## config.mk

```make
export PLATFORM = sky130hd
export DESIGN_NAME = blk_remap_table
export DESIGN_NICKNAME = d
export VERILOG_FILES = /design/src/rtl/blk_remap_pkg.sv /design/src/rtl/blk_remap_spare.sv /design/src/rtl/blk_remap_lookup.sv /design/src/rtl/blk_remap_table.sv
export SDC_FILE = /design/constraint.sdc
export NUM_CORES = 1
export LEC_CHECK = 0
export BUFFER_PORTS_ARGS = -buffer_cell sky130_fd_sc_hd__buf_4
export CAP_MARGIN = 30
export CORE_MARGIN = 1.5
export CORE_UTILIZATION = 50
export DETAILED_ROUTE_END_ITERATION = 8
export MAX_ROUTING_LAYER = met4
export PLACE_DENSITY_LB_ADDON = 0.05
export SYNTH_ARGS = -nofsm -noshare
export SYNTH_HDL_FRONTEND = slang
export SYNTH_HIERARCHICAL = 1
export SYNTH_SLANG_ARGS = --single-unit
```

## constraint.sdc

```tcl
create_clock -name clk -period 4.75 [get_ports clk]
set_clock_uncertainty 0.2 [all_clocks]
set_input_delay 1.425 -clock clk [delete_from_list [all_inputs] [get_ports clk]]
set_output_delay 1.425 -clock clk [all_outputs]
set_load 0.005 [all_outputs]
```

## src/rtl/blk_remap_pkg.sv

```systemverilog
package blk_remap_pkg;
    typedef enum logic {
        PH_SCAN = 1'b0,
        PH_RUN  = 1'b1
    } phase_e;
endpackage

```

## src/rtl/blk_remap_spare.sv

```systemverilog
// Picks the lowest-numbered physical block that is neither bad nor in use.
module blk_remap_spare #(
    parameter int NUM_PHYS = 16,
    localparam int PW = $clog2(NUM_PHYS)
) (
    input  logic [NUM_PHYS-1:0] bad_i,
    input  logic [NUM_PHYS-1:0] used_i,
    output logic                found_o,
    output logic [PW-1:0]       idx_o
);
    logic [NUM_PHYS-1:0] free_w;

    always_comb begin
        free_w  = ~bad_i & ~used_i;
        found_o = 1'b0;
        idx_o   = '0;
        for (int i = NUM_PHYS - 1; i >= 0; i--) begin
            if (free_w[i]) begin
                found_o = 1'b1;
                idx_o   = PW'(i);
            end
        end
    end
endmodule

```

## src/rtl/blk_remap_lookup.sv

```systemverilog
// Registered translation port: result one cycle after an accepted request.
module blk_remap_lookup #(
    parameter int NUM_PHYS = 16,
    parameter int NUM_LOG  = 12,
    localparam int PW = $clog2(NUM_PHYS),
    localparam int LW = $clog2(NUM_LOG)
) (
    input  logic                         clk,
    input  logic                         rst_n,
    input  logic                         req_i,
    input  logic [LW-1:0]                lba_i,
    input  logic                         ready_i,
    input  logic [NUM_LOG-1:0][PW-1:0]   map_i,
    input  logic [NUM_LOG-1:0]           mapped_i,
    output logic                         valid_o,
    output logic                         hit_o,
    output logic [PW-1:0]                pba_o
);
    typedef struct packed {
        logic          valid;
        logic          hit;
        logic [PW-1:0] pba;
    } out_t;

    out_t out_d, out_q;

    always_comb begin
        out_d = '0;
        if (req_i && ready_i) begin
            out_d.valid = 1'b1;
            if (int'(lba_i) < NUM_LOG) begin
                if (mapped_i[lba_i]) begin
                    out_d.hit = 1'b1;
                    out_d.pba = map_i[lba_i];
                end
            end
        end
    end

    always_ff @(posedge clk) begin
        if (!rst_n) out_q <= '0;
        else        out_q <= out_d;
    end

    assign valid_o = out_q.valid;
    assign hit_o   = out_q.hit;
    assign pba_o   = out_q.pba;
endmodule

```

## src/rtl/blk_remap_table.sv

```systemverilog
// Logical-to-physical block table with power-up scan and failure remap.
module blk_remap_table
    import blk_remap_pkg::*;
#(
    parameter int NUM_PHYS = 16,
    parameter int NUM_LOG  = 12,
    localparam int PW = $clog2(NUM_PHYS),
    localparam int LW = $clog2(NUM_LOG),
    localparam int CW = $clog2(NUM_LOG + 1)
) (
    input  logic          clk,
    input  logic          rst_n,
    output logic          scan_req,
    output logic [PW-1:0] scan_idx,
    input  logic          scan_valid,
    input  logic          scan_bad,
    output logic          ready,
    input  logic          lk_req,
    input  logic [LW-1:0] lk_lba,
    output logic          lk_valid,
    output logic          lk_hit,
    output logic [PW-1:0] lk_pba,
    input  logic          fail_valid,
    input  logic [LW-1:0] fail_lba,
    output logic [CW-1:0] usable_cnt,
    output logic          no_spare
);
    typedef struct packed {
        phase_e                       phase;
        logic [PW-1:0]                idx;
        logic [NUM_PHYS-1:0]          bad;
        logic [NUM_PHYS-1:0]          used;
        logic [NUM_LOG-1:0][PW-1:0]   map;
        logic [NUM_LOG-1:0]           mapped;
        logic [CW-1:0]                usable;
        logic                         no_spare;
    } state_t;

    state_t        s_d, s_q;
    logic          spare_found;
    logic [PW-1:0] spare_idx;
    logic [LW-1:0] fill_idx;

    blk_remap_spare #(.NUM_PHYS(NUM_PHYS)) u_spare (
        .bad_i   (s_q.bad),
        .used_i  (s_q.used),
        .found_o (spare_found),
        .idx_o   (spare_idx)
    );

    assign fill_idx = LW'(s_q.usable);

    always_comb begin
        s_d = s_q;
        if (s_q.phase == PH_SCAN) begin
            if (scan_valid) begin
                s_d.bad[s_q.idx] = scan_bad;
                if (!scan_bad && (int'(s_q.usable) < NUM_LOG)) begin
                    s_d.map[fill_idx]    = s_q.idx;
                    s_d.mapped[fill_idx] = 1'b1;
                    s_d.used[s_q.idx]    = 1'b1;
                    s_d.usable           = s_q.usable + CW'(1);
                end
                if (s_q.idx == PW'(NUM_PHYS - 1)) s_d.phase = PH_RUN;
                else                              s_d.idx   = s_q.idx + PW'(1);
            end
        end else if (fail_valid && (int'(fail_lba) < NUM_LOG)) begin
            if (s_q.mapped[fail_lba]) begin
                s_d.bad[s_q.map[fail_lba]] = 1'b1;
                if (spare_found) begin
                    s_d.map[fail_lba]  = spare_idx;
                    s_d.used[spare_idx] = 1'b1;
                end else begin
                    s_d.mapped[fail_lba] = 1'b0;
                    s_d.usable           = s_q.usable - CW'(1);
                    s_d.no_spare         = 1'b1;
                end
            end
        end
    end

    always_ff @(posedge clk) begin
        if (!rst_n) s_q <= '0;
        else        s_q <= s_d;
    end

    blk_remap_lookup #(.NUM_PHYS(NUM_PHYS), .NUM_LOG(NUM_LOG)) u_lookup (
        .clk      (clk),
        .rst_n    (rst_n),
        .req_i    (lk_req),
        .lba_i    (lk_lba),
        .ready_i  (ready),
        .map_i    (s_q.map),
        .mapped_i (s_q.mapped),
        .valid_o  (lk_valid),
        .hit_o    (lk_hit),
        .pba_o    (lk_pba)
    );

    assign ready      = (s_q.phase == PH_RUN);
    assign scan_req   = (s_q.phase == PH_SCAN);
    assign scan_idx   = s_q.idx;
    assign usable_cnt = s_q.usable;
    assign no_spare   = s_q.no_spare;
endmodule

```

==> metrics.txt, run 1 <==
# TYPE chip_impl_metric gauge
chip_impl_metric{name="synth_cells",unit=""} 808
chip_impl_metric{name="setup_viol",unit=""} 0
chip_impl_metric{name="clkSinkCount",unit=""} 108
chip_impl_metric{name="power_per_cell_area",unit="nW/um^2"} 265
chip_impl_metric{name="syn_nets",unit=""} 831
chip_impl_info{name="tritoncts_clock_tree",value="built"} 1
chip_impl_metric{name="dr_vias_cell",unit=""} 6.99
chip_impl_metric{name="ys_seq_area_frac",unit=""} 0.313
chip_impl_metric{name="cts.path.max_buffers",unit=""} 2
chip_impl_info{name="rsz_0062_raised_after_global_routing",value="no"} 1
chip_impl_info{name="timing_worst_setup_path_type",value="in -> reg"} 1
chip_impl_info{name="worstHoldPathType",value="reg -> reg"} 1
chip_impl_metric{name="clk_latency",unit="ps"} 370
chip_impl_info{name="setup.worst_path.start_class",value="input pin"} 1
chip_impl_metric{name="floorplan.rows",unit=""} 42
chip_impl_metric{name="grt.total_usage",unit=""} 0.334
chip_impl_metric{name="share_comb_of_total_power",unit=""} 0.118
chip_impl_metric{name="hold_slack",unit="ps"} 282
chip_impl_metric{name="period_share",unit=""} 0.771
chip_impl_metric{name="crit_path_max_incr_delay",unit="ps"} 490
chip_impl_metric{name="worst_pin_slew",unit="ps"} 881
chip_impl_metric{name="grt_remaining_overflow",unit=""} 0
chip_impl_metric{name="finalHoldViolations",unit=""} 0
chip_impl_metric{name="slew_headroom",unit=""} 0.407
chip_impl_metric{name="postCtsSetupRepairBufs",unit=""} 0
chip_impl_metric{name="clock_power_share",unit=""} 0.400
chip_impl_metric{name="mappedNetlistArea",unit="sq um"} 6900
chip_impl_metric{name="internal_power_contribution",unit="mW"} 1.42
chip_impl_metric{name="layout-area-overhead-vs-synth",unit="%"} 6.87
chip_impl_metric{name="design_area",unit="sq um"} 7370
chip_impl_metric{name="power.switching",unit="uW"} 531
chip_impl_metric{name="synth.yosys.warnings",unit=""} 6
chip_impl_metric{name="cts_inserted_buffers",unit=""} 9
chip_impl_metric{name="switching_share",unit=""} 0.272
chip_impl_info{name="critical_path_endpoint_category",value="flop"} 1
chip_impl_metric{name="h-tree-depth",unit=""} 3
chip_impl_metric{name="synth_area_per_cell",unit="sq um"} 8.54
chip_impl_metric{name="insertedDiodeCount",unit=""} 0
chip_impl_info{name="worst_r2r_startpoint",value="s_q[71]"} 1
chip_impl_metric{name="dpl_cell_area",unit="sq um"} 7070
chip_impl_metric{name="port_buffers",unit=""} 30
chip_impl_metric{name="initialDrtViolationCount",unit=""} 823
chip_impl_metric{name="slew_violations",unit=""} 0
chip_impl_metric{name="design.final.nets",unit=""} 817
chip_impl_metric{name="initial_util",unit=""} 0.517
chip_impl_metric{name="design.die.area",unit="sq um"} 14500
chip_impl_info{name="startpoint_of_the_lowest_slack_hold_path",value="no_spare"} 1
chip_impl_metric{name="dp_hpwl",unit="mm"} 16.4
chip_impl_metric{name="gpl.final_weighted_congestion",unit=""} 0.954
chip_impl_metric{name="routed-via-count",unit=""} 6813
chip_impl_metric{name="antenna_violating_nets_post_route",unit=""} 0
chip_impl_info{name="crit_path_cell_trace",value="buf_4, mux2_2, a2bb2oi_1, a32o_2, nand2_1, or3_1, a21oi_1"} 1
chip_impl_metric{name="fin_crit",unit="ps"} 3660
chip_impl_metric{name="biggest_fanout_along_the_worst_timing_path",unit=""} 24
chip_impl_metric{name="final_layout_size_suffix_gt1_frac",unit=""} 0.146
chip_impl_info{name="run_status",value="finished, final reports clean"} 1
chip_impl_metric{name="vdd_ir_drop_max",unit="V"} 0.000252
chip_impl_metric{name="asyncSetResetFlopFracSynth",unit=""} 0
chip_impl_info{name="cts_root_buffer",value="sky130_fd_sc_hd__clkbuf_16"} 1
chip_impl_metric{name="cts.reportedPaths.clkPinSlew",unit="ps"} 80
chip_impl_metric{name="flip_flop_and_latch_count_after_synthesis",unit=""} 108
chip_impl_info{name="timing.critical_path.slowest_stage_cell",value="sky130_fd_sc_hd__a32o_2"} 1
chip_impl_info{name="synth.area.top_cells",value="sky130_fd_sc_hd__dfxtp_1 (31%), sky130_fd_sc_hd__mux4_2 (6.5%), sky130_fd_sc_hd__nor2_1 (5.8%)"} 1
chip_impl_metric{name="first_pass_grt_wire_length",unit="mm"} 35.7
chip_impl_metric{name="wl_per_cell",unit="um"} 23.9
chip_impl_metric{name="synth_enable_flop_cells",unit=""} 0
chip_impl_metric{name="timing.max_cap.violations",unit=""} 0
chip_impl_metric{name="route.detailed.drc",unit=""} 0
chip_impl_metric{name="netlist.area_leader.share",unit=""} 0.313
chip_impl_metric{name="antenna_found_initial",unit=""} 0
chip_impl_metric{name="detailedRoute.firstPassIterationCount",unit=""} 7
chip_impl_metric{name="post_cts_resized",unit=""} 0
chip_impl_info{name="cell_type_contributing_the_most_total_cell_area_after_synthesis",value="sky130_fd_sc_hd__dfxtp_1"} 1
chip_impl_metric{name="die_width",unit="um"} 120
chip_impl_metric{name="maxClockFrequency",unit="GHz"} 0.273
chip_impl_metric{name="die-height",unit="um"} 120
chip_impl_metric{name="core_region_area",unit="sq um"} 13300
chip_impl_metric{name="boundaryPins",unit=""} 31
chip_impl_metric{name="wirelength",unit="mm"} 23.3
chip_impl_metric{name="global_route.usage.met3",unit=""} 0.0807
chip_impl_metric{name="cp.required",unit="ps"} 4850
chip_impl_metric{name="grt_use_met1",unit=""} 0.460
chip_impl_metric{name="cts_hold_buf",unit=""} 0
chip_impl_metric{name="power.leakage",unit="nW"} 2.82
chip_impl_metric{name="global_route.usage.met2",unit=""} 0.485
chip_impl_metric{name="grt_pass1_vias",unit=""} 6189
chip_impl_metric{name="synth.distinct_cells",unit=""} 79
chip_impl_info{name="synthFlopType",value="sky130_fd_sc_hd__dfxtp_1"} 1
chip_impl_metric{name="cp.arrival",unit="ps"} 3760
chip_impl_info{name="globalRoute.busiestLayer",value="met2"} 1
chip_impl_metric{name="grt_start_max_net_pins",unit=""} 59
chip_impl_info{name="worst_setup_sp",value="fail_lba[1]"} 1
chip_impl_metric{name="proportion_of_power_drawn_by_flip_flops_and_latches",unit=""} 0.482
chip_impl_metric{name="totalNegativeSetupSlack",unit="ps"} 0
## per-layer routing
layer / share of wire / vias to the layer above
met3: 0.11 / 62
met1: 0.42 / 3272
li1: - / 3065
met5: 0 / -
met2: 0.44 / 414
met4: 0.028 / 0
## kinds of logic after synthesis
| logic type | count (synthesis) | synth area share |
|---|---|---|
| compound gates | 282 | 0.294 |
| xor+xnor | 2 | 0.00254 |
| fa+ha+maj | 9 | 0.0163 |
| buf+inv | 78 | 0.0608 |
| flops | 108 | 0.313 |
| mux | 41 | 0.113 |
| simple gates | 288 | 0.200 |
## power by group through the flow
stage	sequential (mW)	clock (mW)	combinational, mW
after floorplan	0.953	0	0.164
after global placement	0.961	0	0.219
after detailed placement	0.962	0	0.222
after CTS	0.941	0.792	0.223
after global routing	0.943	0.828	0.245
final	0.942	0.781	0.230
## flip-flops by register name, indices dropped and copies added (netlist names)
signal / count
u_lookup/hit_o: 1
u_lookup/valid_o: 1
no_spare: 1
usable_cnt: 4
s_q: 92
ready: 1
scan_idx: 4
u_lookup/pba_o: 4
## critical path: cells and delay by family
| family | cells | cell delay, ps |
|---|---|---|
| AO/OA/AOI/OAI | 3 | 930 |
| AND/OR/NAND/NOR | 2 | 870 |
| buffers and inverters | 1 | 290 |
| multiplexers | 1 | 220 |
## layout make-up
type / instances / area, sq um
fill: 1271 / 5980
multi-input combinational: 622 / 4320
sequential: 108 / 2160
timing repair buffer: 44 / 330
clock buffer: 10 / 239
tap: 176 / 220
clock inverter: 6 / 63.8
inverter: 9 / 33.8
## worst paths after layout
check,end,slack (ps),cells past startpoint
max,s_q[71],1090,7
min,no_spare,280,2
max reg2reg,s_q[71],1440,8
min reg2reg,no_spare,280,2
## Yosys cell counts, types with 4 or more instances
| master | count |
|---|---|
| sky130_fd_sc_hd__nand2_1 | 63 |
| sky130_fd_sc_hd__and3_1 | 8 |
| sky130_fd_sc_hd__or3_1 | 4 |
| sky130_fd_sc_hd__o41ai_1 | 4 |
| sky130_fd_sc_hd__buf_1 | 7 |
| sky130_fd_sc_hd__o211a_1 | 25 |
| sky130_fd_sc_hd__o21ai_0 | 52 |
| sky130_fd_sc_hd__o211ai_1 | 4 |
| sky130_fd_sc_hd__nand2b_1 | 6 |
| sky130_fd_sc_hd__a22o_1 | 5 |
| sky130_fd_sc_hd__nor3_1 | 13 |
| sky130_fd_sc_hd__dfxtp_1 | 108 |
| sky130_fd_sc_hd__nand4_1 | 8 |
| sky130_fd_sc_hd__a221oi_1 | 7 |
| sky130_fd_sc_hd__nor4_1 | 4 |
| sky130_fd_sc_hd__mux4_1 | 7 |
| sky130_fd_sc_hd__nand3_1 | 31 |
| sky130_fd_sc_hd__buf_4 | 13 |
| sky130_fd_sc_hd__a211oi_1 | 16 |
| sky130_fd_sc_hd__ha_1 | 9 |
| sky130_fd_sc_hd__inv_1 | 7 |
| sky130_fd_sc_hd__buf_6 | 5 |
| sky130_fd_sc_hd__mux2i_1 | 11 |
| sky130_fd_sc_hd__o22ai_1 | 14 |
| sky130_fd_sc_hd__a32oi_1 | 4 |
| sky130_fd_sc_hd__and2_1 | 11 |
| sky130_fd_sc_hd__a311oi_1 | 7 |
| sky130_fd_sc_hd__nor2b_1 | 11 |
| sky130_fd_sc_hd__o221ai_1 | 22 |
| sky130_fd_sc_hd__a21oi_1 | 63 |
| sky130_fd_sc_hd__buf_2 | 9 |
| sky130_fd_sc_hd__nand2_2 | 4 |
| sky130_fd_sc_hd__mux4_2 | 20 |
| sky130_fd_sc_hd__clkbuf_1 | 32 |
| sky130_fd_sc_hd__o221a_2 | 5 |
| sky130_fd_sc_hd__a31oi_1 | 18 |
| sky130_fd_sc_hd__nor2_1 | 107 |
## metrics by stage
step           power, mW  cells  utilization  setup WS [ps]
2_1_floorplan       1.12    808            -           1440
3_3_place_gp        1.18    959        0.530            818
3_5_place_dp        1.18    959        0.530            732
4_1_cts             1.96    975        0.552           1110
5_1_grt             2.02    975        0.552            974
6_report            1.95    975        0.552           1090
## layout by cell type (no fill, tap or decap), drive strengths merged, types with 9 or more instances in the layout
master / n
o211a: 25
o22ai: 16
a211oi: 18
nand2: 67
mux2i: 11
a21oi: 66
o221ai: 23
nor3: 14
ha: 9
dfxtp: 108
nor2: 107
a31oi: 18
a221oi: 9
buf: 44
and2: 13
o21ai: 54
clkbuf: 10
nor2b: 11
nand3: 34
mux4: 27
(Power assumes the default switching activity.)
==> run 2: changes to the inputs <==
--- a/config.mk
+++ b/config.mk
@@ -5,6 +5,7 @@
 export SDC_FILE = /design/constraint.sdc
 export NUM_CORES = 1
 export LEC_CHECK = 0
+export ABC_AREA = 1
 export BUFFER_PORTS_ARGS = -buffer_cell sky130_fd_sc_hd__buf_4
 export CAP_MARGIN = 30
 export CORE_MARGIN = 1.5
==> constraint.sdc (replaced) <==
create_clock -name clk -period 3.5 [get_ports clk]
set_clock_uncertainty 0.2 [all_clocks]
set_input_delay 1.05 -clock clk [delete_from_list [all_inputs] [get_ports clk]]
set_output_delay 1.05 -clock clk [all_outputs]
set_load 0.005 [all_outputs]
==> run 2 against run 1 <==
Against the previous run: clock power increased by 50%; critical path type unchanged; non-clock buffer count increased by 17; die area increased by 22%; routed wire length increased by 21%.
==> metrics.txt, run 2 <==
# TYPE chip_impl_metric gauge
chip_impl_info{name="run_status",value="finished, final reports clean"} 1
chip_impl_info{name="rsz_0062_raised_after_global_routing",value="no"} 1
chip_impl_metric{name="initialDrtViolationCount",unit=""} 682
chip_impl_info{name="timing_worst_setup_path_type",value="in -> reg"} 1
chip_impl_metric{name="dr_vias_cell",unit=""} 5.31
chip_impl_metric{name="grt_start_max_net_pins",unit=""} 61
chip_impl_info{name="tritoncts_clock_tree",value="built"} 1
chip_impl_metric{name="flip_flop_and_latch_count_after_synthesis",unit=""} 108
chip_impl_metric{name="port_buffers",unit=""} 30
chip_impl_info{name="setup.worst_path.start_class",value="input pin"} 1
chip_impl_info{name="synth_commonest_cells",value="sky130_fd_sc_hd__nand2_1 (534), sky130_fd_sc_hd__nor2_1 (284), sky130_fd_sc_hd__inv_1 (176)"} 1
chip_impl_metric{name="die_width",unit="um"} 133
chip_impl_info{name="timing.critical_path.slowest_stage_cell",value="sky130_fd_sc_hd__nand2_1"} 1
chip_impl_metric{name="period_share",unit=""} 0.826
chip_impl_info{name="synthFlopType",value="sky130_fd_sc_hd__dfxtp_1"} 1
chip_impl_metric{name="netlist.area_leader.share",unit=""} 0.256
chip_impl_metric{name="clkSinkCount",unit=""} 108
chip_impl_metric{name="cts.path.max_buffers",unit=""} 2
chip_impl_info{name="critical_path_endpoint_category",value="flop"} 1
chip_impl_metric{name="biggest_fanout_along_the_worst_timing_path",unit=""} 17
chip_impl_metric{name="synth.yosys.warnings",unit=""} 6
chip_impl_metric{name="insertedDiodeCount",unit=""} 0
chip_impl_info{name="crit_path_cell_trace",value="buf_4, buf_4, nand2_1, o21ai_0, nand2_1, nand2_1, nand2_1, nand3_2, nand2_4, nand2_4, nand2_1, inv_1, o21ai_0, nor2_1"} 1
chip_impl_metric{name="cts.reportedPaths.clkPinSlew",unit="ps"} 80
chip_impl_metric{name="setup_viol",unit=""} 0
chip_impl_metric{name="cts_inserted_buffers",unit=""} 9
chip_impl_metric{name="wl_per_cell",unit="um"} 15.7
chip_impl_metric{name="h-tree-depth",unit=""} 3
chip_impl_metric{name="design_area",unit="sq um"} 9140
chip_impl_metric{name="proportion_of_power_drawn_by_flip_flops_and_latches",unit=""} 0.433
chip_impl_metric{name="synth.distinct_cells",unit=""} 37
chip_impl_metric{name="detailedRoute.firstPassIterationCount",unit=""} 5
chip_impl_info{name="synth.area.top_cells",value="sky130_fd_sc_hd__dfxtp_1 (26%), sky130_fd_sc_hd__nand2_1 (24%), sky130_fd_sc_hd__nor2_1 (13%)"} 1
chip_impl_metric{name="routed-via-count",unit=""} 9528
chip_impl_metric{name="boundaryPins",unit=""} 31
chip_impl_info{name="worstHoldPathType",value="reg -> reg"} 1
chip_impl_metric{name="dpl_cell_area",unit="sq um"} 8810
chip_impl_metric{name="finalHoldViolations",unit=""} 0
chip_impl_metric{name="floorplan.rows",unit=""} 47
chip_impl_info{name="layout.cells.most_common_list",value="sky130_fd_sc_hd__nand2_1 (534), sky130_fd_sc_hd__nor2_1 (284), sky130_fd_sc_hd__inv_1 (176)"} 1
chip_impl_info{name="cpLargestDelayFamily",value="simple AND/OR/NAND/NOR gates"} 1
chip_impl_metric{name="maxClockFrequency",unit="GHz"} 0.346
chip_impl_metric{name="fin_crit",unit="ps"} 2890
chip_impl_metric{name="timing.max_cap.violations",unit=""} 0
chip_impl_metric{name="grt.total_usage",unit=""} 0.331
chip_impl_metric{name="slew_violations",unit=""} 0
chip_impl_metric{name="totalNegativeSetupSlack",unit="ps"} 0
chip_impl_info{name="max_flop_register",value="s_q"} 1
chip_impl_metric{name="post_cts_resized",unit=""} 0
chip_impl_info{name="cell_type_contributing_the_most_total_cell_area_after_synthesis",value="sky130_fd_sc_hd__dfxtp_1"} 1
chip_impl_metric{name="power.leakage",unit="nW"} 4.24
chip_impl_metric{name="first_pass_grt_wire_length",unit="mm"} 44.9
chip_impl_metric{name="vdd_ir_drop_max",unit="V"} 0.000322
chip_impl_metric{name="power_per_cell_area",unit="nW/um^2"} 339
chip_impl_metric{name="grt_pass1_vias",unit=""} 8397
chip_impl_info{name="synth_most_common_cell",value="sky130_fd_sc_hd__nand2_1"} 1
chip_impl_metric{name="clock_power_share",unit=""} 0.377
chip_impl_metric{name="core_region_area",unit="sq um"} 16500
chip_impl_metric{name="share_comb_of_total_power",unit=""} 0.190
chip_impl_metric{name="cp.arrival",unit="ps"} 2950
chip_impl_metric{name="grt_remaining_overflow",unit=""} 0
chip_impl_metric{name="power.switching",unit="uW"} 997
chip_impl_metric{name="flip_flop_count_of_the_largest_register_all_copies_and_words_added",unit=""} 92
chip_impl_metric{name="switching_share",unit=""} 0.321
chip_impl_metric{name="final_core_util",unit=""} 0.553
chip_impl_metric{name="cts_hold_buf",unit=""} 0
chip_impl_info{name="crit_path_frequent_cell",value="sky130_fd_sc_hd__nand2_1"} 1
chip_impl_metric{name="clk_latency",unit="ps"} 370
chip_impl_metric{name="slew_headroom",unit=""} 0.582
chip_impl_metric{name="layout.filler_cells",unit=""} 1831
chip_impl_metric{name="design.final.nets",unit=""} 1591
chip_impl_metric{name="antenna_violating_nets_post_route",unit=""} 0
chip_impl_metric{name="mappedNetlistArea",unit="sq um"} 8440
chip_impl_metric{name="crit_path_max_incr_delay",unit="ps"} 260
chip_impl_metric{name="layout-area-overhead-vs-synth",unit="%"} 8.33
chip_impl_metric{name="dp_hpwl",unit="mm"} 20.4
chip_impl_metric{name="route.detailed.drc",unit=""} 0
chip_impl_metric{name="antenna_found_initial",unit=""} 0
chip_impl_metric{name="ys_seq_area_frac",unit=""} 0.256
chip_impl_metric{name="gpl.final_weighted_congestion",unit=""} 0.963
chip_impl_metric{name="final_layout_size_suffix_gt1_frac",unit=""} 0.0636
chip_impl_metric{name="die-height",unit="um"} 133
chip_impl_metric{name="design.die.area",unit="sq um"} 17700
chip_impl_metric{name="worst_pin_slew",unit="ps"} 627
chip_impl_metric{name="postCtsSetupRepairBufs",unit=""} 0
chip_impl_metric{name="wirelength",unit="mm"} 28.2
chip_impl_info{name="commonest_non_fill_non_tap_cell_in_the_layout",value="sky130_fd_sc_hd__nand2_1"} 1
chip_impl_metric{name="synth_area_per_cell",unit="sq um"} 5.34
chip_impl_metric{name="worst-path-buf-inv",unit=""} 3
chip_impl_metric{name="cp.required",unit="ps"} 3560
chip_impl_metric{name="initial_util",unit=""} 0.511
chip_impl_metric{name="internal_power_contribution",unit="mW"} 2.10
chip_impl_metric{name="synth_cells",unit=""} 1579
chip_impl_metric{name="synth_enable_flop_cells",unit=""} 0
chip_impl_metric{name="asyncSetResetFlopFracSynth",unit=""} 0
chip_impl_metric{name="syn_nets",unit=""} 1602
chip_impl_info{name="cts_root_buffer",value="sky130_fd_sc_hd__clkbuf_16"} 1
## run 2: changes by cell type in the layout (fill, tap and decap cells not counted), sizes merged, moves of 12 or more
cell / previous run / this run
a211oi: 18 / 1
buf: 44 / 61
nand2: 67 / 537
inv: 7 / 185
and2: 13 / 0
mux4: 27 / 0
o22ai: 16 / 4
nor2: 107 / 292
nand3: 34 / 163
o211a: 25 / 0
o221ai: 23 / 0
o21ai: 54 / 111
a31oi: 18 / 1
## run 2: routing by layer
metal	wire (um)	up-vias	global-route usage
met5	0	-	-
met4	1140	0	0.143
met3	2040	72	0.0525
met2	12900	363	0.534
met1	12100	4235	0.411
li1	-	4858	-
## run 2: final timing paths
| check | start | endpoint | slack, ps | cells past startpoint |
|---|---|---|---|---|
| min reg2reg | no_spare | no_spare | 270 | 1 |
| max | fail_lba[0] | usable_cnt[2] | 610 | 14 |
| max reg2reg | s_q[80] | s_q[35] | 610 | 13 |
| min | no_spare | no_spare | 270 | 1 |
## run 2: cell families (layout without fill, tap and decap cells)
| kind of cell | count (synthesis) | after routing | share of synthesized area |
|---|---|---|---|
| xor gates and xnor gates | 1 | 1 | 0.00104 |
| buffers and inverters | 267 | 261 | 0.132 |
| and+or+nand+nor | 1011 | 1011 | 0.485 |
| DFF | 108 | 108 | 0.256 |
| adders and majority gates | 9 | 9 | 0.0133 |
| AOI/OAI and AO/OA | 183 | 183 | 0.113 |
## run 2: final cells by class
type                            count  area (sq um)  area share
Clock buffer                        9           225      0.0246
Clock inverter                      7           105      0.0115
Inverter                          184           693      0.0758
Multi-Input combinational cell   1204          5170       0.566
Sequential cell                   108          2160       0.237
Tap cell                          220           275      0.0301
Timing Repair Buffer               61           508      0.0556
## run 2: metrics by stage
step	power, mW	hold WS (ps)	cells	setup WS [ps]
after CTS	3.11	276	1793	634
after global routing	3.24	316	1793	363
final	3.10	272	1793	609
after floorplan	1.76	262	1579	840
after global placement	1.95	252	1776	287
after detailed placement	1.95	256	1777	268
## run 2: power groups by stage
| stage | clock network (mW) | registers (mW) | logic (mW) |
|---|---|---|---|
| 4_1_cts | 1.19 | 1.34 | 0.582 |
| 3_5_place_dp | 0 | 1.37 | 0.580 |
| 5_1_grt | 1.23 | 1.35 | 0.660 |
| 6_report | 1.17 | 1.34 | 0.590 |
| 3_3_place_gp | 0 | 1.37 | 0.577 |
| 2_1_floorplan | 0 | 1.34 | 0.418 |
==> run 3: changes to the inputs <==
==> constraint.sdc (replaced) <==
create_clock -name clk -period 2.37 [get_ports clk]
set_clock_uncertainty 0.2 [all_clocks]
set_input_delay 0.711 -clock clk [delete_from_list [all_inputs] [get_ports clk]]
set_output_delay 0.711 -clock clk [all_outputs]
set_load 0.005 [all_outputs]
==> run 3 against run 2 <==
Against the previous run: the run now ends with negative setup slack left; sequential power rose by 47%; cell count rose by 5.3%; routed wire length rose by 3.5%; count of clock-buffer cells in the layout rose by 1; die area did not move; first-iteration DRC count rose by 37%; clock power rose by 36%; via count rose by 3.7%; total power rose by 48%; largest power group unchanged.
==> metrics.txt, run 3 (same netlist as run 2, synthesis figures left out) <==
# TYPE chip_impl_metric gauge
chip_impl_info{name="run_status",value="finished with violations"} 1
chip_impl_info{name="violations_in_the_final_reports",value="negative setup slack"} 1
chip_impl_metric{name="finalHoldViolations",unit=""} 0
chip_impl_metric{name="worst_pin_slew",unit="ps"} 486
chip_impl_metric{name="grt_start_max_net_pins",unit=""} 64
chip_impl_metric{name="hold_slack",unit="ps"} 278
chip_impl_metric{name="first_pass_grt_wire_length",unit="mm"} 45.3
chip_impl_metric{name="grt_pass1_vias",unit=""} 8556
chip_impl_metric{name="proportion_of_power_drawn_by_flip_flops_and_latches",unit=""} 0.430
chip_impl_metric{name="gpl.final_weighted_congestion",unit=""} 0.962
chip_impl_info{name="timing_worst_setup_path_type",value="reg -> reg"} 1
chip_impl_info{name="commonest_non_fill_non_tap_cell_in_the_layout",value="sky130_fd_sc_hd__nand2_1"} 1
chip_impl_metric{name="boundaryPins",unit=""} 31
chip_impl_metric{name="flip_flop_count_of_the_largest_register_all_copies_and_words_added",unit=""} 92
chip_impl_metric{name="layout-area-overhead-vs-synth",unit="%"} 21.6
chip_impl_metric{name="initial_util",unit=""} 0.511
chip_impl_metric{name="final_layout_size_suffix_gt1_frac",unit=""} 0.151
chip_impl_metric{name="period_share",unit=""} 1.03
chip_impl_metric{name="antenna_violating_nets_post_route",unit=""} 0
chip_impl_metric{name="h-tree-depth",unit=""} 3
chip_impl_metric{name="share_comb_of_total_power",unit=""} 0.225
chip_impl_metric{name="clk_latency",unit="ps"} 370
chip_impl_metric{name="maxClockFrequency",unit="GHz"} 0.410
chip_impl_metric{name="worst-r2r-setup-slack",unit="ps"} -70
chip_impl_metric{name="dp_hpwl",unit="mm"} 21.5
chip_impl_info{name="critical_path_endpoint_category",value="flop"} 1
chip_impl_metric{name="cts.reportedPaths.clkPinSlew",unit="ps"} 80
chip_impl_metric{name="cts_inserted_buffers",unit=""} 9
chip_impl_info{name="cts_root_buffer",value="sky130_fd_sc_hd__clkbuf_16"} 1
chip_impl_metric{name="dpl_cell_area",unit="sq um"} 9620
chip_impl_metric{name="core_region_area",unit="sq um"} 16500
chip_impl_metric{name="die-height",unit="um"} 133
chip_impl_metric{name="dr_vias_cell",unit=""} 5.24
chip_impl_metric{name="placed_cells",unit=""} 1864
chip_impl_metric{name="clkSinkCount",unit=""} 108
chip_impl_metric{name="cts_hold_buf",unit=""} 0
chip_impl_metric{name="insertedDiodeCount",unit=""} 0
chip_impl_info{name="rsz_0062_raised_after_global_routing",value="yes"} 1
chip_impl_metric{name="timing.max_cap.violations",unit=""} 0
chip_impl_info{name="worstHoldPathType",value="reg -> reg"} 1
chip_impl_metric{name="grt_remaining_overflow",unit=""} 0
chip_impl_info{name="setup.worst_path.start_class",value="flop"} 1
chip_impl_metric{name="port_buffers",unit=""} 30
chip_impl_metric{name="detailedRoute.firstPassIterationCount",unit=""} 5
chip_impl_metric{name="biggest_fanout_along_the_worst_timing_path",unit=""} 6
chip_impl_metric{name="power.leakage",unit="nW"} 4.78
chip_impl_metric{name="antenna_found_initial",unit=""} 0
chip_impl_metric{name="slew_headroom",unit=""} 0.675
chip_impl_info{name="max_flop_register",value="s_q"} 1
chip_impl_metric{name="power_per_cell_area",unit="nW/um^2"} 448
chip_impl_metric{name="clock_power_share",unit=""} 0.345
chip_impl_metric{name="fin_crit",unit="ps"} 2440
chip_impl_metric{name="cp.required",unit="ps"} 2470
chip_impl_metric{name="switching_share",unit=""} 0.326
chip_impl_metric{name="floorplan.rows",unit=""} 47
chip_impl_metric{name="cts.path.max_buffers",unit=""} 2
chip_impl_metric{name="design_area",unit="sq um"} 10300
chip_impl_metric{name="initialDrtViolationCount",unit=""} 933
chip_impl_metric{name="routed-via-count",unit=""} 9885
chip_impl_metric{name="die_width",unit="um"} 133
chip_impl_info{name="layout.cells.most_common_list",value="sky130_fd_sc_hd__nand2_1 (532), sky130_fd_sc_hd__nor2_1 (264), sky130_fd_sc_hd__inv_1 (170)"} 1
chip_impl_metric{name="grt.total_usage",unit=""} 0.333
chip_impl_metric{name="route.detailed.drc",unit=""} 0
chip_impl_metric{name="worst_slack",unit="ps"} -70.7
chip_impl_info{name="tritoncts_clock_tree",value="built"} 1
chip_impl_metric{name="power.switching",unit="mW"} 1.50
chip_impl_metric{name="internal_power_contribution",unit="mW"} 3.10
chip_impl_metric{name="dp_worst_setup_slack",unit="ps"} -238
chip_impl_metric{name="design.final.nets",unit=""} 1686
chip_impl_metric{name="vdd_ir_drop_max",unit="V"} 0.000338
chip_impl_metric{name="wirelength",unit="mm"} 29.2
chip_impl_metric{name="wl_per_cell",unit="um"} 15.5
chip_impl_metric{name="design.die.area",unit="sq um"} 17700
chip_impl_metric{name="totalNegativeSetupSlack",unit="ps"} -357
chip_impl_metric{name="setup_viol",unit=""} 13
chip_impl_metric{name="slew_violations",unit=""} 0
chip_impl_metric{name="cp.arrival",unit="ps"} 2540
chip_impl_metric{name="instances_no_fill",unit=""} 1888
## run 3: layout make-up
cell class / instances / area (sq um)
fill: 1737 / 6260
multi-input combinational: 1205 / 5380
sequential: 108 / 2170
timing repair buffer: 154 / 1420
inverter: 184 / 699
tap: 220 / 275
clock buffer: 10 / 229
clock inverter: 6 / 72.6
timing repair inverter: 1 / 7.51
## run 3: path summary, 6_finish.rpt
check	startpoint	to	depth (start not counted)
worst min-delay path	no_spare	no_spare	1
worst max register to register	s_q[94]	s_q[49]	23
worst min register to register	no_spare	no_spare	1
worst max-delay path	s_q[94]	s_q[49]	23
## run 3: power groups by stage
| stage | clock network (mW) | registers (mW) | logic [mW] |
|---|---|---|---|
| finish | 1.59 | 1.97 | 1.03 |
| global route | 1.68 | 1.98 | 1.14 |
| CTS | 1.62 | 1.97 | 0.956 |
| detailed placement | 0 | 2.01 | 0.949 |
| global placement | 0 | 2.01 | 0.940 |
| floorplan | 0 | 1.99 | 0.618 |
## run 3: what timing repair did
action,4_1_cts,5_1_grt
gates cloned,0,5
pin swaps,2,36
setup endpoints to repair,56,79
setup buffers,1,2
hold endpoints to repair,0,0
gates resized for setup,7,82
## run 3: per-stage QoR
step | util | power [mW]
after floorplan | - | 2.60
after global placement | 0.581 | 2.95
after detailed placement | 0.582 | 2.96
after CTS | 0.601 | 4.55
after global routing | 0.621 | 4.80
final | 0.621 | 4.60
## run 3: worst max-delay path: stages, from the launching register on
cell and delay [ps]:
sky130_fd_sc_hd__dfxtp_2 320, sky130_fd_sc_hd__or2_1 240, sky130_fd_sc_hd__nand2_1 60, sky130_fd_sc_hd__nand2_1 40, sky130_fd_sc_hd__nand2_1 50, sky130_fd_sc_hd__nand2_1 70, sky130_fd_sc_hd__nand2_1 70, sky130_fd_sc_hd__nand2_1 60
sky130_fd_sc_hd__nand2_1 50, sky130_fd_sc_hd__nand2_1 40, sky130_fd_sc_hd__nand2_1 50, sky130_fd_sc_hd__nand2_1 40, sky130_fd_sc_hd__nand2_1 60, sky130_fd_sc_hd__nand2_2 60, sky130_fd_sc_hd__a21oi_4 200, sky130_fd_sc_hd__inv_4 80
sky130_fd_sc_hd__clkbuf_16 170, sky130_fd_sc_hd__nor2_2 90, sky130_fd_sc_hd__nand3_1 70, sky130_fd_sc_hd__nand2_1 80, sky130_fd_sc_hd__inv_2 40, sky130_fd_sc_hd__nand3_2 60, sky130_fd_sc_hd__nand2_1 50, sky130_fd_sc_hd__nor2_1 120
## run 3: layer usage
metal / track usage / up-vias / wire (um)
met5: - / - / 0
met2: 0.527 / 391 / 13400
li1: - / 5049 / -
met1: 0.429 / 4362 / 12800
met4: 0.158 / 0 / 1240
met3: 0.0310 / 83 / 1780
